$ cat src/rtl/xtal_tcomp_pkg.sv
// Package: shared types for the temperature compensation calculator.
// Assumes a single clock domain; the state encoding is internal only.
package xtal_tcomp_pkg;

    // Sequencer states, one per pass through the shared datapath
    typedef enum logic [2:0] {
        ST_IDLE = 3'd0,
        ST_SQR  = 3'd1,
        ST_PRD  = 3'd2,
        ST_SUM  = 3'd3,
        ST_DIV  = 3'd4
    } tc_state_e;

    // Load strobes from the sequencer to the datapath
    typedef struct packed {
        logic ld_diff;
        logic ld_sq;
        logic ld_prod;
        logic ld_mag;
        logic div_en;
    } tc_ctrl_t;

endpackage

$ cat src/rtl/xtal_tcomp_fsm.sv
// Sequencer: walks one request through square, scale, sum and step split.
// Assumes div_last_i is high in ST_DIV once no more coarse steps can be
// removed; starts outside ST_IDLE are dropped.
module xtal_tcomp_fsm
    import xtal_tcomp_pkg::*;
(
    input  logic     clk,
    input  logic     rst_n,
    input  logic     start_i,
    input  logic     div_last_i,
    output tc_ctrl_t ctrl_o
);

    tc_state_e st_q, st_d;

    // Next-state selection
    always_comb begin
        st_d = st_q;
        unique case (st_q)
            ST_IDLE: if (start_i) st_d = ST_SQR;
            ST_SQR:  st_d = ST_PRD;
            ST_PRD:  st_d = ST_SUM;
            ST_SUM:  st_d = ST_DIV;
            ST_DIV:  if (div_last_i) st_d = ST_IDLE;
            default: st_d = ST_IDLE;
        endcase
    end

    // State register with synchronous reset
    always_ff @(posedge clk) begin
        if (!rst_n) st_q <= ST_IDLE;
        else        st_q <= st_d;
    end

    // Decode datapath strobes from the current state
    always_comb begin
        ctrl_o.ld_diff = (st_q == ST_IDLE) && start_i;
        ctrl_o.ld_sq   = (st_q == ST_SQR);
        ctrl_o.ld_prod = (st_q == ST_PRD);
        ctrl_o.ld_mag  = (st_q == ST_SUM);
        ctrl_o.div_en  = (st_q == ST_DIV);
    end

endmodule

$ cat src/rtl/xtal_tcomp_mult.sv
// Shared unsigned multiplier used for both the square and the alpha scale.
// Assumes operands are already aligned by the caller; purely combinational.
module xtal_tcomp_mult #(
    parameter int A_W = 10,
    parameter int B_W = 16
) (
    input  logic [A_W-1:0]     a_i,
    input  logic [B_W-1:0]     b_i,
    output logic [A_W+B_W-1:0] p_o
);

    // Full-width product
    assign p_o = a_i * b_i;

endmodule

$ cat src/rtl/xtal_tcomp_errpath.sv
// Error path: offset from turnover, its square, the alpha scaling, rounding
// to half-ppm and the room trim. One multiplier is time-shared between the
// square (ST_SQR) and the scale (ST_PRD). Assumes alpha_i, turn_i and
// init_trim_i stay steady while a request is in flight.
module xtal_tcomp_errpath
    import xtal_tcomp_pkg::*;
#(
    parameter int TW   = 8,
    parameter int AW   = 10,
    parameter int TRW  = 7,
    parameter int FRAC = 10,
    parameter int CW   = 19
) (
    input  logic                 clk,
    input  logic                 rst_n,
    input  tc_ctrl_t             ctrl_i,
    input  logic [TW-1:0]        temp_i,
    input  logic [TW-1:0]        turn_i,
    input  logic [AW-1:0]        alpha_i,
    input  logic [TRW-1:0]       init_trim_i,
    output logic signed [CW-1:0] corr_o
);

    localparam int MW  = TW;
    localparam int SQW = 2 * MW;
    localparam int OAW = (AW > MW) ? AW : MW;
    localparam int PW  = AW + SQW;
    localparam int HW  = PW - FRAC + 2;
    localparam logic [PW:0] RND = (PW+1)'(1) << (FRAC - 2);

    logic signed [TW:0]   diff;
    logic [MW-1:0]        mag_d, mag_q;
    logic [SQW-1:0]       sq_q;
    logic [PW-1:0]        prod_q;
    logic [OAW-1:0]       op_a;
    logic [SQW-1:0]       op_b;
    logic [OAW+SQW-1:0]   mul_p;
    logic [HW-1:0]        half_mag;
    logic signed [CW-1:0] trim2;

    // Signed offset from the turnover point and its magnitude
    always_comb begin
        diff  = $signed({temp_i[TW-1], temp_i}) - $signed({turn_i[TW-1], turn_i});
        mag_d = diff[TW] ? MW'(-diff) : MW'(diff);
    end

    // Operand steering for the shared multiplier
    always_comb begin
        if (ctrl_i.ld_sq) begin
            op_a = OAW'(mag_q);
            op_b = SQW'(mag_q);
        end else begin
            op_a = OAW'(alpha_i);
            op_b = sq_q;
        end
    end

    xtal_tcomp_mult #(
        .A_W (OAW),
        .B_W (SQW)
    ) mult_i (
        .a_i (op_a),
        .b_i (op_b),
        .p_o (mul_p)
    );

    // Pipeline registers for offset, square and scaled product
    always_ff @(posedge clk) begin
        if (!rst_n) begin
            mag_q  <= '0;
            sq_q   <= '0;
            prod_q <= '0;
        end else begin
            if (ctrl_i.ld_diff) mag_q  <= mag_d;
            if (ctrl_i.ld_sq)   sq_q   <= mul_p[SQW-1:0];
            if (ctrl_i.ld_prod) prod_q <= mul_p[PW-1:0];
        end
    end

    // Round to nearest half-ppm and add twice the room trim
    always_comb begin
        half_mag = HW'(({1'b0, prod_q} + RND) >> (FRAC - 1));
        trim2    = {{(CW-TRW-1){init_trim_i[TRW-1]}}, init_trim_i, 1'b0};
        corr_o   = $signed({{(CW-HW){1'b0}}, half_mag}) + trim2;
    end

endmodule

$ cat src/rtl/xtal_tcomp_split.sv
// Step splitter: removes whole coarse steps (STEP_HALF half-ppm each) from
// the correction magnitude one per cycle, up to COARSE_MAX, then rounds the
// remainder to 1 ppm and saturates it into the fine range. Assumes the
// correction magnitude is below 2^(CW-1).
module xtal_tcomp_split
    import xtal_tcomp_pkg::*;
#(
    parameter int CW         = 19,
    parameter int STEP_HALF  = 61,
    parameter int COARSE_MAX = 10,
    parameter int FINE_MAX   = 32,
    parameter int FINE_MIN   = -31,
    parameter int FW         = 7,
    parameter int CRW        = 5
) (
    input  logic                  clk,
    input  logic                  rst_n,
    input  tc_ctrl_t              ctrl_i,
    input  logic signed [CW-1:0]  corr_i,
    output logic                  div_last_o,
    output logic signed [FW-1:0]  fine_o,
    output logic signed [CRW-1:0] coarse_o,
    output logic                  done_o
);

    localparam int SW = $clog2(COARSE_MAX + 1);
    localparam logic signed [CW-1:0] ONE_S  = CW'(1);
    localparam logic signed [CW-1:0] LIM_HI = CW'(FINE_MAX);
    localparam logic signed [CW-1:0] LIM_LO = CW'(FINE_MIN);

    logic [CW-1:0]         mag_q;
    logic                  neg_q;
    logic [SW-1:0]         steps_q;
    logic                  can_sub;
    logic signed [CW-1:0]  rem_s, half_up;
    logic signed [FW-1:0]  fine_d;
    logic signed [CRW-1:0] coarse_mag, coarse_d;

    // Another coarse step may be taken while budget and magnitude allow
    assign can_sub    = (mag_q >= CW'(STEP_HALF)) && (steps_q < SW'(COARSE_MAX));
    assign div_last_o = ~can_sub;

    // Signed remainder, rounded to 1 ppm and saturated
    always_comb begin
        rem_s   = neg_q ? -$signed(mag_q) : $signed(mag_q);
        half_up = (rem_s + ONE_S) >>> 1;
        if (half_up > LIM_HI)      fine_d = FW'(FINE_MAX);
        else if (half_up < LIM_LO) fine_d = FW'(FINE_MIN);
        else                       fine_d = FW'(half_up);
    end

    // Signed coarse code from the step count
    always_comb begin
        coarse_mag = $signed({1'b0, steps_q});
        coarse_d   = neg_q ? -coarse_mag : coarse_mag;
    end

    // Magnitude capture and step removal loop
    always_ff @(posedge clk) begin
        if (!rst_n) begin
            mag_q   <= '0;
            neg_q   <= 1'b0;
            steps_q <= '0;
        end else if (ctrl_i.ld_mag) begin
            neg_q   <= corr_i[CW-1];
            mag_q   <= corr_i[CW-1] ? CW'(-corr_i) : CW'(corr_i);
            steps_q <= '0;
        end else if (ctrl_i.div_en && can_sub) begin
            mag_q   <= mag_q - CW'(STEP_HALF);
            steps_q <= steps_q + SW'(1);
        end
    end

    // Result registers and the one-cycle completion pulse
    always_ff @(posedge clk) begin
        if (!rst_n) begin
            fine_o   <= '0;
            coarse_o <= '0;
            done_o   <= 1'b0;
        end else if (ctrl_i.div_en && !can_sub) begin
            fine_o   <= fine_d;
            coarse_o <= coarse_d;
            done_o   <= 1'b1;
        end else begin
            done_o   <= 1'b0;
        end
    end

endmodule

$ cat src/rtl/xtal_tcomp_calc.sv
// Top: crystal temperature compensation calculator. Accepts one temperature
// per start pulse, returns a fine (1 ppm) and coarse (30.5 ppm) trim pair
// with a one-cycle done pulse. Assumes the register-sourced inputs are
// steady from start until done.
module xtal_tcomp_calc
    import xtal_tcomp_pkg::*;
#(
    parameter  int TEMP_W     = 8,
    parameter  int ALPHA_W    = 10,
    parameter  int TRIM_W     = 7,
    parameter  int ALPHA_FRAC = 10,
    parameter  int STEP_HALF  = 61,
    parameter  int COARSE_MAX = 10,
    parameter  int FINE_MAX   = 32,
    parameter  int FINE_MIN   = -31,
    localparam int FINE_W     = $clog2(FINE_MAX + 1) + 1,
    localparam int COARSE_W   = $clog2(COARSE_MAX + 1) + 1
) (
    input  logic                       clk,
    input  logic                       rst_n,
    input  logic                       start_i,
    input  logic signed [TEMP_W-1:0]   temp_i,
    input  logic signed [TEMP_W-1:0]   turn_i,
    input  logic [ALPHA_W-1:0]         alpha_i,
    input  logic signed [TRIM_W-1:0]   init_trim_i,
    output logic signed [FINE_W-1:0]   fine_o,
    output logic signed [COARSE_W-1:0] coarse_o,
    output logic                       done_o
);

    localparam int PROD_W = ALPHA_W + 2 * TEMP_W;
    localparam int HALF_W = PROD_W - ALPHA_FRAC + 2;
    localparam int CORR_W = ((HALF_W > TRIM_W + 1) ? HALF_W : TRIM_W + 1) + 1;

    tc_ctrl_t                   ctrl;
    logic                       div_last;
    logic signed [CORR_W-1:0]   corr;

    xtal_tcomp_fsm fsm_i (
        .clk        (clk),
        .rst_n      (rst_n),
        .start_i    (start_i),
        .div_last_i (div_last),
        .ctrl_o     (ctrl)
    );

    xtal_tcomp_errpath #(
        .TW   (TEMP_W),
        .AW   (ALPHA_W),
        .TRW  (TRIM_W),
        .FRAC (ALPHA_FRAC),
        .CW   (CORR_W)
    ) err_i (
        .clk         (clk),
        .rst_n       (rst_n),
        .ctrl_i      (ctrl),
        .temp_i      (temp_i),
        .turn_i      (turn_i),
        .alpha_i     (alpha_i),
        .init_trim_i (init_trim_i),
        .corr_o      (corr)
    );

    xtal_tcomp_split #(
        .CW         (CORR_W),
        .STEP_HALF  (STEP_HALF),
        .COARSE_MAX (COARSE_MAX),
        .FINE_MAX   (FINE_MAX),
        .FINE_MIN   (FINE_MIN),
        .FW         (FINE_W),
        .CRW        (COARSE_W)
    ) split_i (
        .clk        (clk),
        .rst_n      (rst_n),
        .ctrl_i     (ctrl),
        .corr_i     (corr),
        .div_last_o (div_last),
        .fine_o     (fine_o),
        .coarse_o   (coarse_o),
        .done_o     (done_o)
    );

endmodule

$ cat config.mk
export PLATFORM = sky130hd
export DESIGN_NAME = xtal_tcomp_calc
export DESIGN_NICKNAME = d
export VERILOG_FILES = /design/src/rtl/xtal_tcomp_pkg.sv /design/src/rtl/xtal_tcomp_fsm.sv /design/src/rtl/xtal_tcomp_mult.sv /design/src/rtl/xtal_tcomp_errpath.sv /design/src/rtl/xtal_tcomp_split.sv /design/src/rtl/xtal_tcomp_calc.sv
export SDC_FILE = /design/constraint.sdc
export NUM_CORES = 1
export LEC_CHECK = 0
export ABC_CLOCK_PERIOD_IN_PS = 13200
export BUFFER_PORTS_ARGS = -buffer_cell sky130_fd_sc_hd__buf_2
export CAP_MARGIN = 5
export CELL_PAD_IN_SITES_DETAIL_PLACEMENT = 0
export CELL_PAD_IN_SITES_GLOBAL_PLACEMENT = 2
export CORE_ASPECT_RATIO = 1.1
export CORE_UTILIZATION = 42
export DETAILED_ROUTE_END_ITERATION = 12
export PLACE_DENSITY = 0.92
export SYNTH_ARGS = -nofsm -noshare
export SYNTH_HDL_FRONTEND = slang
export SYNTH_SLANG_ARGS = --single-unit
$ cat constraint.sdc
create_clock -name clk -period 13.2 [get_ports clk]
set_input_delay 3.96 -clock clk [delete_from_list [all_inputs] [get_ports clk]]
set_output_delay 3.96 -clock clk [all_outputs]
set_load 0.005 [all_outputs]
==> flow_summary_export.csv, run 1 <==
group,metric,value,unit
synth,synth_area_per_cell,7.83,sq um
synth,synth_mux_area_frac,0.0112,
floorplanning,pin_count,49,
synth,netlist_area,0.0117,sq mm
setup_path,required,13.43,ns
layout,diodes,0,
synth,synth_flop_cell,"dfxtp_1",
layout,n_fill_cell,2772,
power,vdd_drop_max,0.0516,mV
synth,ys_top_cells_by_area,"fa_1 19%, dfxtp_1 14%, ha_1 10%",
placement,place_ws,3.52,ns
setup_path,cp-startpoint,"alpha_i[7]",
routing,totalWireLength,31400,um
global_route,grt_pass1_wl,52000,um
floorplanning,fp.coreArea,0.0271,sq mm
synth,synthXorXnorAreaFrac,0.0854,
clock_tree,post-cts-setup-buffer-count,0,
synth,synth_cell_types,76,
sta,hold_viol_final,0,
floorplanning,die_w,161,um
clock_tree,clkTransAtPathRegs,0.07,ns
clock_tree,numCtsBuffers,9,
sta,tns,0,ns
sta,final_max_slew_viol_count,0,
routing,dr.pass1.iters,7,
synth,synth_top_family_by_area,"adder cells",
clock_tree,clockRootBuffer,"clkbuf_16",
synth,netlist_instances,1493,
routing,drcViolationCount,0,
hold_path,hold_class,"flip-flop to flip-flop",
clock_tree,clk_path_buf_depth,2,
synth,netlist.area_leader.share,0.192,
routing,viasPerCell,5.49,
synth,ys_ff_latch,82,
setup_path,setup.worst_path.start_class,"primary input",
clock_tree,cts_sinks,82,
setup_path,cp_data_arrival_time,9.60,ns
clock_tree,htreeDepth,3,
floorplanning,die_area,0.0285,sq mm
setup_path,endpoint_kind,"flip-flop",
placement,place.detailed.hpwl,25000,um
setup_path,reg2reg_to,"err_i.prod_q[25]$_SDFFE_PN0P_",
clock_tree,cts_resized,0,
floorplanning,dieHeight,177,um
sta,setup_ws,3.83,ns
synth,synth-adder-area-share,0.293,
sta,clock_skew,0.0105,ns
global_route,antenna_found_initial,0,
setup_path,crit_path_end,"err_i.prod_q[25]$_SDFFE_PN0P_",
synth,synth-edff-count,0,
power,leakagePower,0.00611,uW
synth,async_flop_share,0,
sta,min_period,9.37,ns
sta,fin_crit_sh,0.710,
setup_path,worstRegToRegCells,21,
sta,rsz0062_at_grt,"false",
synth,ys_seq_area_frac,0.141,
synth,ys_warn_count,0,
synth,synth-simple-area-share,0.238,
power,power_density,76.5,mW/mm^2
global_route,grt_max_degree,74,
placement,numPortBuffers,48,
global_route,grt_pass1_vias,10083,
layout,layout.nets,1720,
sta,tightest_slew,1.13,ns
synth,yosys-top-cells-count,"188 x nand2_1, 149 x inv_1, 144 x nor2_1",
floorplanning,start_util,0.431,
routing,ant_nets,0,
setup_path,rrSetupSlack,6.18,ns
setup_path,rr_startpoint,"fsm_i.st_q[0]$_SDFFE_PN0P_",
setup_path,crit_type,"primary input to flip-flop",
global_route,grt-ovfl-total,0,
floorplanning,rows,63,
clock_tree,cts_hold_buf,0,
layout,drive_gt1_frac,0.0661,
synth,synth.most_common_cell,"nand2_1",
synth,syn_nets,1735,
sta,clock.fmax,0.107,GHz
outcome,status,"finished, final reports clean",
synth,synth_area_leader_cell,"fa_1",
routing,wire_per_inst,17.1,um
sta,finalSetupViolCount,0,
global_route,grtUsageTotal,0.229,
placement,gp_congestion,0.873,
flow_run,maxCapViolCount,0,
setup_path,critPathMaxFanout,9,
sta,slew-limit-headroom,0.243,
synth,synth-compound-area-share,0.157,
clock_tree,cts_tree,"built",
layout,area_delta_synth_final,6.39,%
clock_tree,clock_latency,0.35,ns
routing,num_vias,10096,
routing,drtIter0Drc,538,
## area by class of cell
| class | count | area (sq um) | share of cell area |
|---|---|---|---|
| multi-input cells | 1180 | 9170 | 0.738 |
| flip-flops and latches | 82 | 1640 | 0.132 |
| inverters | 150 | 563 | 0.0453 |
| well taps | 357 | 447 | 0.0359 |
| repair buffers | 55 | 298 | 0.0240 |
| clock buffers | 9 | 225 | 0.0181 |
| clock inverters | 7 | 86.3 | 0.00695 |
## state kept, by name, indices dropped and copies added, names as in the netlist
register,flops
split_i.neg_q,1
err_i.mag_q,8
split_i.fine_o,7
split_i.mag_q,19
fsm_i.st_q,3
split_i.coarse_o,5
err_i.sq_q,16
split_i.steps_q,4
split_i.done_o,1
err_i.prod_q,18
## kinds of logic after synthesis
| group | after synthesis |
|---|---|
| AND/OR/NAND/NOR | 572 |
| XOR/XNOR | 113 |
| AO/OA/AOI/OAI | 276 |
| adder cells (fa/ha/maj) | 206 |
| flip-flops | 82 |
| buffers and inverters | 231 |
| multiplexers | 13 |
## stage by stage
stage / total power, uW / hold slack [ns] / util / instance area, sq um / std cells
finish: 951 / 0.452 / 0.458 / 12400 / 1840
CTS: 961 / 0.463 / 0.458 / 12400 / 1839
global placement: 682 / 0.438 / 0.446 / 12100 / 1823
global route: 1020 / 0.488 / 0.458 / 12400 / 1840
detailed placement: 685 / 0.449 / 0.446 / 12100 / 1823
floorplan: 585 / 0.442 / - / 11700 / 1493
## layout by cell type, fill, tap and decap left out, types with 23 or more instances in the layout
cell type	synthesis	layout
a211oi_1	23	23
a21o_1	26	26
a21oi_1	82	82
and2_1	24	24
and3_1	54	54
buf_2	4	48
dfxtp_1	82	82
fa_1	112	112
ha_1	94	94
inv_1	149	148
nand2_1	188	188
nand3_1	33	33
nor2_1	144	144
o21ai_0	45	45
xnor2_1	64	64
xor2_1	48	48
## per-layer routing
layer	GRT usage	wire length, um	vias to the layer above
li1	-	-	5022
met1	0.292	14100	4841
met2	0.404	15200	197
met3	0.0291	1320	36
met4	0.0633	692	0
met5	0	0	-
## worst min path at each step
stage,start,endpoint,slack (ns),depth (start not counted)
floorplan,split_i.fine_o[3]$_SDFFE_PN0P_,split_i.fine_o[3]$_SDFFE_PN0P_,0.44,2
global placement,split_i.fine_o[3]$_SDFFE_PN0P_,split_i.fine_o[3]$_SDFFE_PN0P_,0.44,2
detailed placement,split_i.fine_o[3]$_SDFFE_PN0P_,split_i.fine_o[3]$_SDFFE_PN0P_,0.45,2
CTS,split_i.fine_o[3]$_SDFFE_PN0P_,split_i.fine_o[3]$_SDFFE_PN0P_,0.46,2
global route,split_i.fine_o[4]$_SDFFE_PN0P_,split_i.fine_o[4]$_SDFFE_PN0P_,0.49,2
finish,split_i.fine_o[3]$_SDFFE_PN0P_,split_i.fine_o[3]$_SDFFE_PN0P_,0.45,2
## report_power, final
group	total (uW)	switching (uW)	internal, uW
logic	397	249	148
clock network	271	120	150
registers	283	22.0	261
## critical path, stage by stage
cell	delay, ns
buf_2	0.18
a21boi_1	0.47
nor2_1	0.15
fa_1	0.49
fa_1	0.53
fa_1	0.52
fa_1	0.54
inv_1	0.05
fa_1	0.52
inv_1	0.04
ha_1	0.36
a21o_1	0.21
a21oi_1	0.21
nand2_1	0.07
a21oi_1	0.17
o31ai_1	0.15
a21oi_1	0.29
o211ai_1	0.17
a2111oi_0	0.43
a211oi_1	0.09
Note: power is estimated with default switching activity, not from simulation.
==> run 2: changes to the inputs <==
--- a/config.mk
+++ b/config.mk
@@ -5,15 +5,16 @@
 export SDC_FILE = /design/constraint.sdc
 export NUM_CORES = 1
 export LEC_CHECK = 0
-export ABC_CLOCK_PERIOD_IN_PS = 13200
+export ABC_AREA = 1
+export ABC_CLOCK_PERIOD_IN_PS = 7500
 export BUFFER_PORTS_ARGS = -buffer_cell sky130_fd_sc_hd__buf_2
 export CAP_MARGIN = 5
 export CELL_PAD_IN_SITES_DETAIL_PLACEMENT = 0
 export CELL_PAD_IN_SITES_GLOBAL_PLACEMENT = 2
 export CORE_ASPECT_RATIO = 1.1
-export CORE_UTILIZATION = 42
+export CORE_UTILIZATION = 33
 export DETAILED_ROUTE_END_ITERATION = 12
-export PLACE_DENSITY = 0.92
+export PLACE_DENSITY = 0.81
 export SYNTH_ARGS = -nofsm -noshare
 export SYNTH_HDL_FRONTEND = slang
 export SYNTH_SLANG_ARGS = --single-unit
==> constraint.sdc (replaced) <==
create_clock -name clk -period 7.5 [get_ports clk]
set_input_delay 2.25 -clock clk [delete_from_list [all_inputs] [get_ports clk]]
set_output_delay 2.25 -clock clk [all_outputs]
set_load 0.005 [all_outputs]
==> run 2 against run 1 <==
  * Via count grew 6.5%
  * Power rose to 3.6 times the previous value
  * Die area is 27% higher
  * Utilization fell by 8.1 points
  * Final area rose by 4.7%
  * Count of clock-buffer cells in the layout is 2 higher
  * Non-clock buffer count up 48
  * Combinational power rose to 6.1 times the previous value
  * Largest power group unchanged
  * Highest routed layer unchanged
==> flow_summary_export.csv, run 2 <==
group,metric,value,unit
outcome,status,"finished, final reports clean",
setup_path,crit_buf_inv,10,
clock_tree,clockRootBuffer,"clkbuf_16",
synth,synth_area_leader_cell,"fa_1",
synth,synth.most_common_cell,"nand2_1",
layout,layout_commonest_cell,"nand2_1",
global_route,grtUsageTotal,0.200,
setup_path,max_stage_delay,0.54,ns
routing,ant_nets,0,
setup_path,rr_startpoint,"fsm_i.st_q[0]$_SDFFE_PN0P_",
synth,synth_area_per_cell,6.93,sq um
power,p_comb_frac,0.721,
sta,slew-limit-headroom,0.428,
layout,reg_top3,"split_i.mag_q: 19 flops, err_i.prod_q: 18 flops, err_i.sq_q: 16 flops",
layout,drive_gt1_frac,0.101,
setup_path,cp-startpoint,"alpha_i[3]",
sta,clock_skew,0.0183,ns
sta,fin_crit_sh,0.938,
flow_run,maxCapViolCount,0,
hold_path,hold_class,"flip-flop to flip-flop",
synth,syn_nets,1924,
synth,ys_warn_count,0,
power,clockPowerShare,0.130,
layout,area_delta_synth_final,11.7,%
setup_path,cp_data_arrival_time,7.27,ns
global_route,antenna_found_initial,0,
floorplanning,fp.coreArea,0.0345,sq mm
synth,synth_flop_cell,"dfxtp_1",
power,power_density,260,mW/mm^2
routing,dr.pass1.iters,5,
layout,final_cell_mix,"346 x nand2_1, 295 x inv_1, 178 x nor2_1",
clock_tree,cts_tree,"built",
sta,rsz0062_at_grt,"false",
synth,ys_seq_area_frac,0.141,
synth,netlist_instances,1682,
sta,min_period,7.03,ns
routing,drcViolationCount,0,
synth,ys_ff_latch,82,
floorplanning,pin_count,49,
setup_path,endpoint_kind,"flip-flop",
synth,async_flop_share,0,
synth,synth-edff-count,0,
routing,viasPerCell,4.88,
synth,ys_top_cells_by_area,"fa_1 19%, dfxtp_1 14%, nand2_1 11%",
clock_tree,cts_sinks,82,
placement,place.detailed.hpwl,29200,um
sta,hold_viol_final,0,
global_route,grt-ovfl-total,0,
clock_tree,clock_latency,0.36,ns
power,vdd_drop_max,0.202,mV
layout,largest-register,"split_i.mag_q",
power,power.switching,1710,uW
floorplanning,dieHeight,199,um
synth,netlist_area,0.0117,sq mm
setup_path,crit_slowest_cell,"fa_1",
floorplanning,rows,71,
placement,gp_congestion,0.878,
synth,yosys-top-cells-count,"346 x nand2_1, 295 x inv_1, 178 x nor2_1",
power,internal_power,1680,uW
setup_path,cp_common_cell,"inv_1",
clock_tree,numCtsBuffers,9,
layout,n_fill_cell,3739,
placement,numPortBuffers,48,
clock_tree,clkTransAtPathRegs,0.08,ns
hold_path,min_from,"split_i.fine_o[3]$_SDFFE_PN0P_",
floorplanning,die_area,0.0361,sq mm
routing,wire_per_inst,15.6,um
sta,hold_ws,0.463,ns
global_route,grt_max_degree,52,
floorplanning,die_w,181,um
sta,tns,0,ns
routing,totalWireLength,34500,um
setup_path,crit_family,"adder cells",
sta,clock.fmax,0.142,GHz
sta,final_max_slew_viol_count,0,
clock_tree,cts_hold_buf,0,
synth,netlist.area_leader.share,0.192,
routing,num_vias,10752,
setup_path,crit_type,"primary input to flip-flop",
synth,synth_cell_types,50,
power,pwr-share-seq,0.150,
power,leakagePower,0.00687,uW
layout,layout.nets,2004,
clock_tree,clk_path_buf_depth,2,
sta,finalSetupViolCount,0,
setup_path,critPathMaxFanout,4,
global_route,grt_pass1_vias,11271,
routing,drtIter0Drc,496,
setup_path,required,7.74,ns
clock_tree,post-cts-setup-buffer-count,0,
layout,diodes,0,
layout,largest_reg_flops,19,
power,p_sw_frac,0.504,
floorplanning,start_util,0.338,
clock_tree,htreeDepth,3,
setup_path,setup.worst_path.start_class,"primary input",
global_route,grt_pass1_wl,56900,um
sta,tightest_slew,0.850,ns
run 2: changes by cell type in the layout (fill, tap and decap cells not counted), sizes merged, moves of 49 or more:
cell / previous run / this run
inv: 151 / 301
and3: 54 / 0
nand2: 188 / 365
buf: 54 / 103
o21ai: 48 / 104
run 2: area by class of cell:
cell class / instances / area (sq um) / share of cell area
clock inverters: 5 / 37.5 / 0.00288
multi-input cells: 1262 / 8750 / 0.672
inverters: 304 / 1140 / 0.0878
flip-flops and latches: 82 / 1640 / 0.126
well taps: 438 / 548 / 0.0421
repair buffers: 103 / 653 / 0.0502
clock buffers: 11 / 243 / 0.0186
run 2: path summary, 6_finish.rpt:
path,end,slack [ns],cells past startpoint
max,err_i.prod_q[21]$_SDFFE_PN0P_,0.47,28
min,split_i.fine_o[3]$_SDFFE_PN0P_,0.46,2
max reg2reg,err_i.prod_q[22]$_SDFFE_PN0P_,1.14,30
min reg2reg,split_i.fine_o[3]$_SDFFE_PN0P_,0.46,2
run 2: worst reg2reg max path, delay by kind of cell, from the launching register on:
family | cells | cell delay (ns)
fa+ha+maj | 6 | 2.82
simple gates | 8 | 0.82
buf+inv | 8 | 1.01
compound gates | 7 | 1.16
flops | 1 | 0.35
xor+xnor | 1 | 0.09
run 2: kinds of logic (layout without fill, tap and decap cells):
family / after synthesis / after routing / synth area share
AO/OA/AOI/OAI: 267 / 267 / 0.127
XOR/XNOR: 93 / 93 / 0.0699
adder cells (fa/ha/maj): 206 / 206 / 0.293
buffers and inverters: 338 / 423 / 0.110
flip-flops: 82 / 82 / 0.141
AND/OR/NAND/NOR: 696 / 696 / 0.259
run 2: power by group through the flow:
| stage | Clock, uW | Sequential [uW] | Combinational, uW |
|---|---|---|---|
| floorplan | 0 | 507 | 1630 |
| global placement | 0 | 516 | 2450 |
| detailed placement | 0 | 516 | 2470 |
| CTS | 452 | 506 | 2480 |
| global route | 466 | 511 | 2760 |
| finish | 439 | 506 | 2440 |
run 2: through the flow:
stage               setup WS, ns  area, sq um  std cells  total power (uW)  utilization
floorplan                 0.0243        11700       1682              2130            -
global placement          0.0461        12700       2189              2970        0.369
detailed placement       0.00934        12700       2189              2980        0.369
CTS                        0.358        13000       2205              3440        0.377
global route             0.00953        13000       2205              3740        0.378
finish                     0.468        13000       2205              3380        0.378
run 2: metal layers:
layer	vias to the layer above	share of wire	GRT usage
li1	5468	-	-
met2	134	0.53	0.389
met1	5099	0.42	0.226
met3	51	0.020	0.0173
met5	-	0	0
met4	0	0.030	0.0722
run 2: repair_timing:
item / 4_1_cts / 5_1_grt
resized for setup: 0 / 5
endpoints found under the hold margin: 0 / 0
endpoints found under the setup margin: 0 / 4
==> run 3: changes to the inputs <==
--- a/config.mk
+++ b/config.mk
@@ -6,15 +6,15 @@
 export NUM_CORES = 1
 export LEC_CHECK = 0
 export ABC_AREA = 1
-export ABC_CLOCK_PERIOD_IN_PS = 7500
+export ABC_CLOCK_PERIOD_IN_PS = 8910
 export BUFFER_PORTS_ARGS = -buffer_cell sky130_fd_sc_hd__buf_2
 export CAP_MARGIN = 5
 export CELL_PAD_IN_SITES_DETAIL_PLACEMENT = 0
 export CELL_PAD_IN_SITES_GLOBAL_PLACEMENT = 2
 export CORE_ASPECT_RATIO = 1.1
-export CORE_UTILIZATION = 33
+export CORE_UTILIZATION = 40
 export DETAILED_ROUTE_END_ITERATION = 12
-export PLACE_DENSITY = 0.81
+export PLACE_DENSITY = 0.92
 export SYNTH_ARGS = -nofsm -noshare
 export SYNTH_HDL_FRONTEND = slang
 export SYNTH_SLANG_ARGS = --single-unit
==> constraint.sdc (replaced) <==
create_clock -name clk -period 8.91 [get_ports clk]
set_input_delay 2.673 -clock clk [delete_from_list [all_inputs] [get_ports clk]]
set_output_delay 2.673 -clock clk [all_outputs]
set_load 0.005 [all_outputs]
==> run 3 against run 2 <==
  * Largest power group unchanged
  * Setup slack improved by 0.31 ns
  * Global-route usage is 3.0 points higher
  * Critical path depth decreased by 4
  * First-iteration DRC count increased by 7.1%
  * Final area is 3.3% lower
  * Largest cell class unchanged
  * Critical endpoint is now err_i.prod_q[22]$_SDFFE_PN0P_
  * Power decreased by 20%
  * Register-to-register slack improved by 0.77 ns
  * Wire length fell by 4.8%
==> flow_summary_export.csv, run 3 (synthesis results as in run 2) <==
group,metric,value,unit
setup_path,required,9.16,ns
setup_path,max_stage_delay,0.54,ns
sta,final_max_slew_viol_count,0,
power,p_sw_frac,0.536,
clock_tree,cts_tree,"built",
clock_tree,cts_hold_buf,0,
setup_path,crit_type,"primary input to flip-flop",
sta,min_period,8.13,ns
layout,area_delta_synth_final,8.00,%
floorplanning,fp.coreArea,0.0287,sq mm
routing,dr.pass1.iters,5,
layout,layout_commonest_cell,"nand2_1",
power,internal_power,1250,uW
power,p_comb_frac,0.699,
global_route,grt-ovfl-total,0,
clock_tree,clk_path_buf_depth,2,
outcome,status,"finished, final reports clean",
power,power_density,214,mW/mm^2
global_route,grt_pass1_vias,10526,
layout,seq_area,0.00164,sq mm
layout,diodes,0,
layout,largest_reg_flops,19,
clock_tree,cts_sinks,82,
floorplanning,rows,65,
floorplanning,pin_count,49,
routing,ant_nets,0,
setup_path,setup.worst_path.start_class,"primary input",
hold_path,hold_class,"flip-flop to flip-flop",
placement,gp_congestion,0.915,
power,vdd_drop_max,0.126,mV
power,leakagePower,0.00666,uW
global_route,grt_pass1_wl,53400,um
sta,slew-limit-headroom,0.419,
setup_path,cp_common_cell,"fa_1",
setup_path,endpoint_kind,"flip-flop",
setup_path,cp_cell_sequence,"buf_2, o21ai_1, or2_2, fa_1, fa_1, inv_1, fa_1, fa_1, inv_1, fa_1, inv_1, ha_1, nand2_1, nor2_1, nand2_1, nand3_1, a21oi_1, o21ai_0, a21boi_0, o21ai_0, a21oi_1, xor2_1, o21ai_0, inv_1",
routing,viasPerCell,5.07,
power,power.switching,1440,uW
routing,drcViolationCount,0,
layout,final_cell_mix,"346 x nand2_1, 295 x inv_1, 178 x nor2_1",
routing,num_vias,10594,
clock_tree,cts_resized,0,
routing,drtIter0Drc,531,
routing,totalWireLength,32800,um
sta,fin_crit_sh,0.913,
layout,drive_gt1_frac,0.0754,
global_route,grt_max_degree,52,
power,pwr-share-seq,0.159,
setup_path,critPathMaxFanout,8,
sta,clock.fmax,0.123,GHz
global_route,grtUsageTotal,0.230,
layout,n_fill_cell,3132,
clock_tree,clock_latency,0.36,ns
layout,largest-register,"split_i.mag_q",
floorplanning,dieHeight,181,um
placement,place.detailed.hpwl,27300,um
clock_tree,clkTransAtPathRegs,0.07,ns
floorplanning,start_util,0.406,
routing,wire_per_inst,15.7,um
global_route,antenna_found_initial,0,
floorplanning,die_area,0.0298,sq mm
sta,tightest_slew,0.862,ns
power,total_power,2690,uW
sta,rsz0062_at_grt,"false",
layout,reg_top3,"split_i.mag_q: 19 flops, err_i.prod_q: 18 flops, err_i.sq_q: 16 flops",
floorplanning,die_w,165,um
clock_tree,numCtsBuffers,9,
power,clockPowerShare,0.142,
clock_tree,clockRootBuffer,"clkbuf_16",
setup_path,crit_buf_inv,5,
setup_path,crit_slowest_cell,"fa_1",
sta,clock_skew,0.0142,ns
clock_tree,htreeDepth,3,
layout,multi_input_area,0.00873,sq mm
setup_path,crit_family,"adder cells",
layout,layout.nets,1960,
clock_tree,post-cts-setup-buffer-count,0,
flow_run,maxCapViolCount,0,
sta,finalSetupViolCount,0,
placement,numPortBuffers,48,
sta,tns,0,ns
sta,hold_viol_final,0,
setup_path,cp_data_arrival_time,8.38,ns
run 3: cell count changes in the layout (fill, tap and decap cells not counted), moves of 2 or more:
cell	change
a21oi_1	+2
o21ai_0	+2
buf_4	-44
a21oi_2	-2
o21ai_2	-2
inv_6	+3
inv_8	+2
run 3: layer usage:
layer	wire (um)	global-route usage	up-vias	share of wire
li1	-	-	5381	-
met1	14100	0.276	4990	0.43
met5	0	0	-	0
met4	745	0.0694	0	0.023
met2	16900	0.427	181	0.52
met3	1080	0.0197	42	0.033
run 3: stage by stage:
| step | area, sq um | hold WS (ns) | utilization | setup WS (ns) | std cells |
|---|---|---|---|---|---|
| 6_report | 12600 | 0.462 | 0.439 | 0.779 | 2091 |
| 5_1_grt | 12600 | 0.498 | 0.439 | 0.271 | 2091 |
| 4_1_cts | 12600 | 0.467 | 0.439 | 0.777 | 2091 |
| 3_5_place_dp | 12300 | 0.457 | 0.428 | 0.403 | 2075 |
| 3_3_place_gp | 12300 | 0.453 | 0.428 | 0.507 | 2075 |
| 2_1_floorplan | 11700 | 0.455 | - | 0.816 | 1682 |
run 3: worst reg2reg max path, delay by kind of cell (launching register included):
kind            cells  cell delay (ns)
buf+inv             6             0.81
flops               1             0.35
xor+xnor            1             0.16
fa+ha+maj           6             2.91
simple gates        9             1.44
compound gates      6             1.22
run 3: layout make-up:
cell class | instances | area share
well taps | 368 | 0.0366
clock buffers | 9 | 0.0179
multi-input cells | 1262 | 0.694
flip-flops and latches | 82 | 0.130
inverters | 304 | 0.0907
repair buffers | 59 | 0.0256
clock inverters | 7 | 0.00517
run 3: power groups by stage:
stage / clock, uW / sequential, uW / combinational [uW]
4_1_cts: 390 / 426 / 1910
6_report: 383 / 426 / 1880
5_1_grt: 405 / 430 / 2140
3_3_place_gp: 0 / 434 / 1880
2_1_floorplan: 0 / 427 / 1370
3_5_place_dp: 0 / 434 / 1890
run 3: final timing paths:
| kind | start | end | slack [ns] | cells past startpoint |
|---|---|---|---|---|
| min | split_i.fine_o[3]$_SDFFE_PN0P_ | split_i.fine_o[3]$_SDFFE_PN0P_ | 0.46 | 2 |
| max | alpha_i[7] | err_i.prod_q[22]$_SDFFE_PN0P_ | 0.78 | 24 |
| min reg2reg | split_i.fine_o[3]$_SDFFE_PN0P_ | split_i.fine_o[3]$_SDFFE_PN0P_ | 0.46 | 2 |
| max reg2reg | fsm_i.st_q[0]$_SDFFE_PN0P_ | err_i.prod_q[22]$_SDFFE_PN0P_ | 1.91 | 28 |
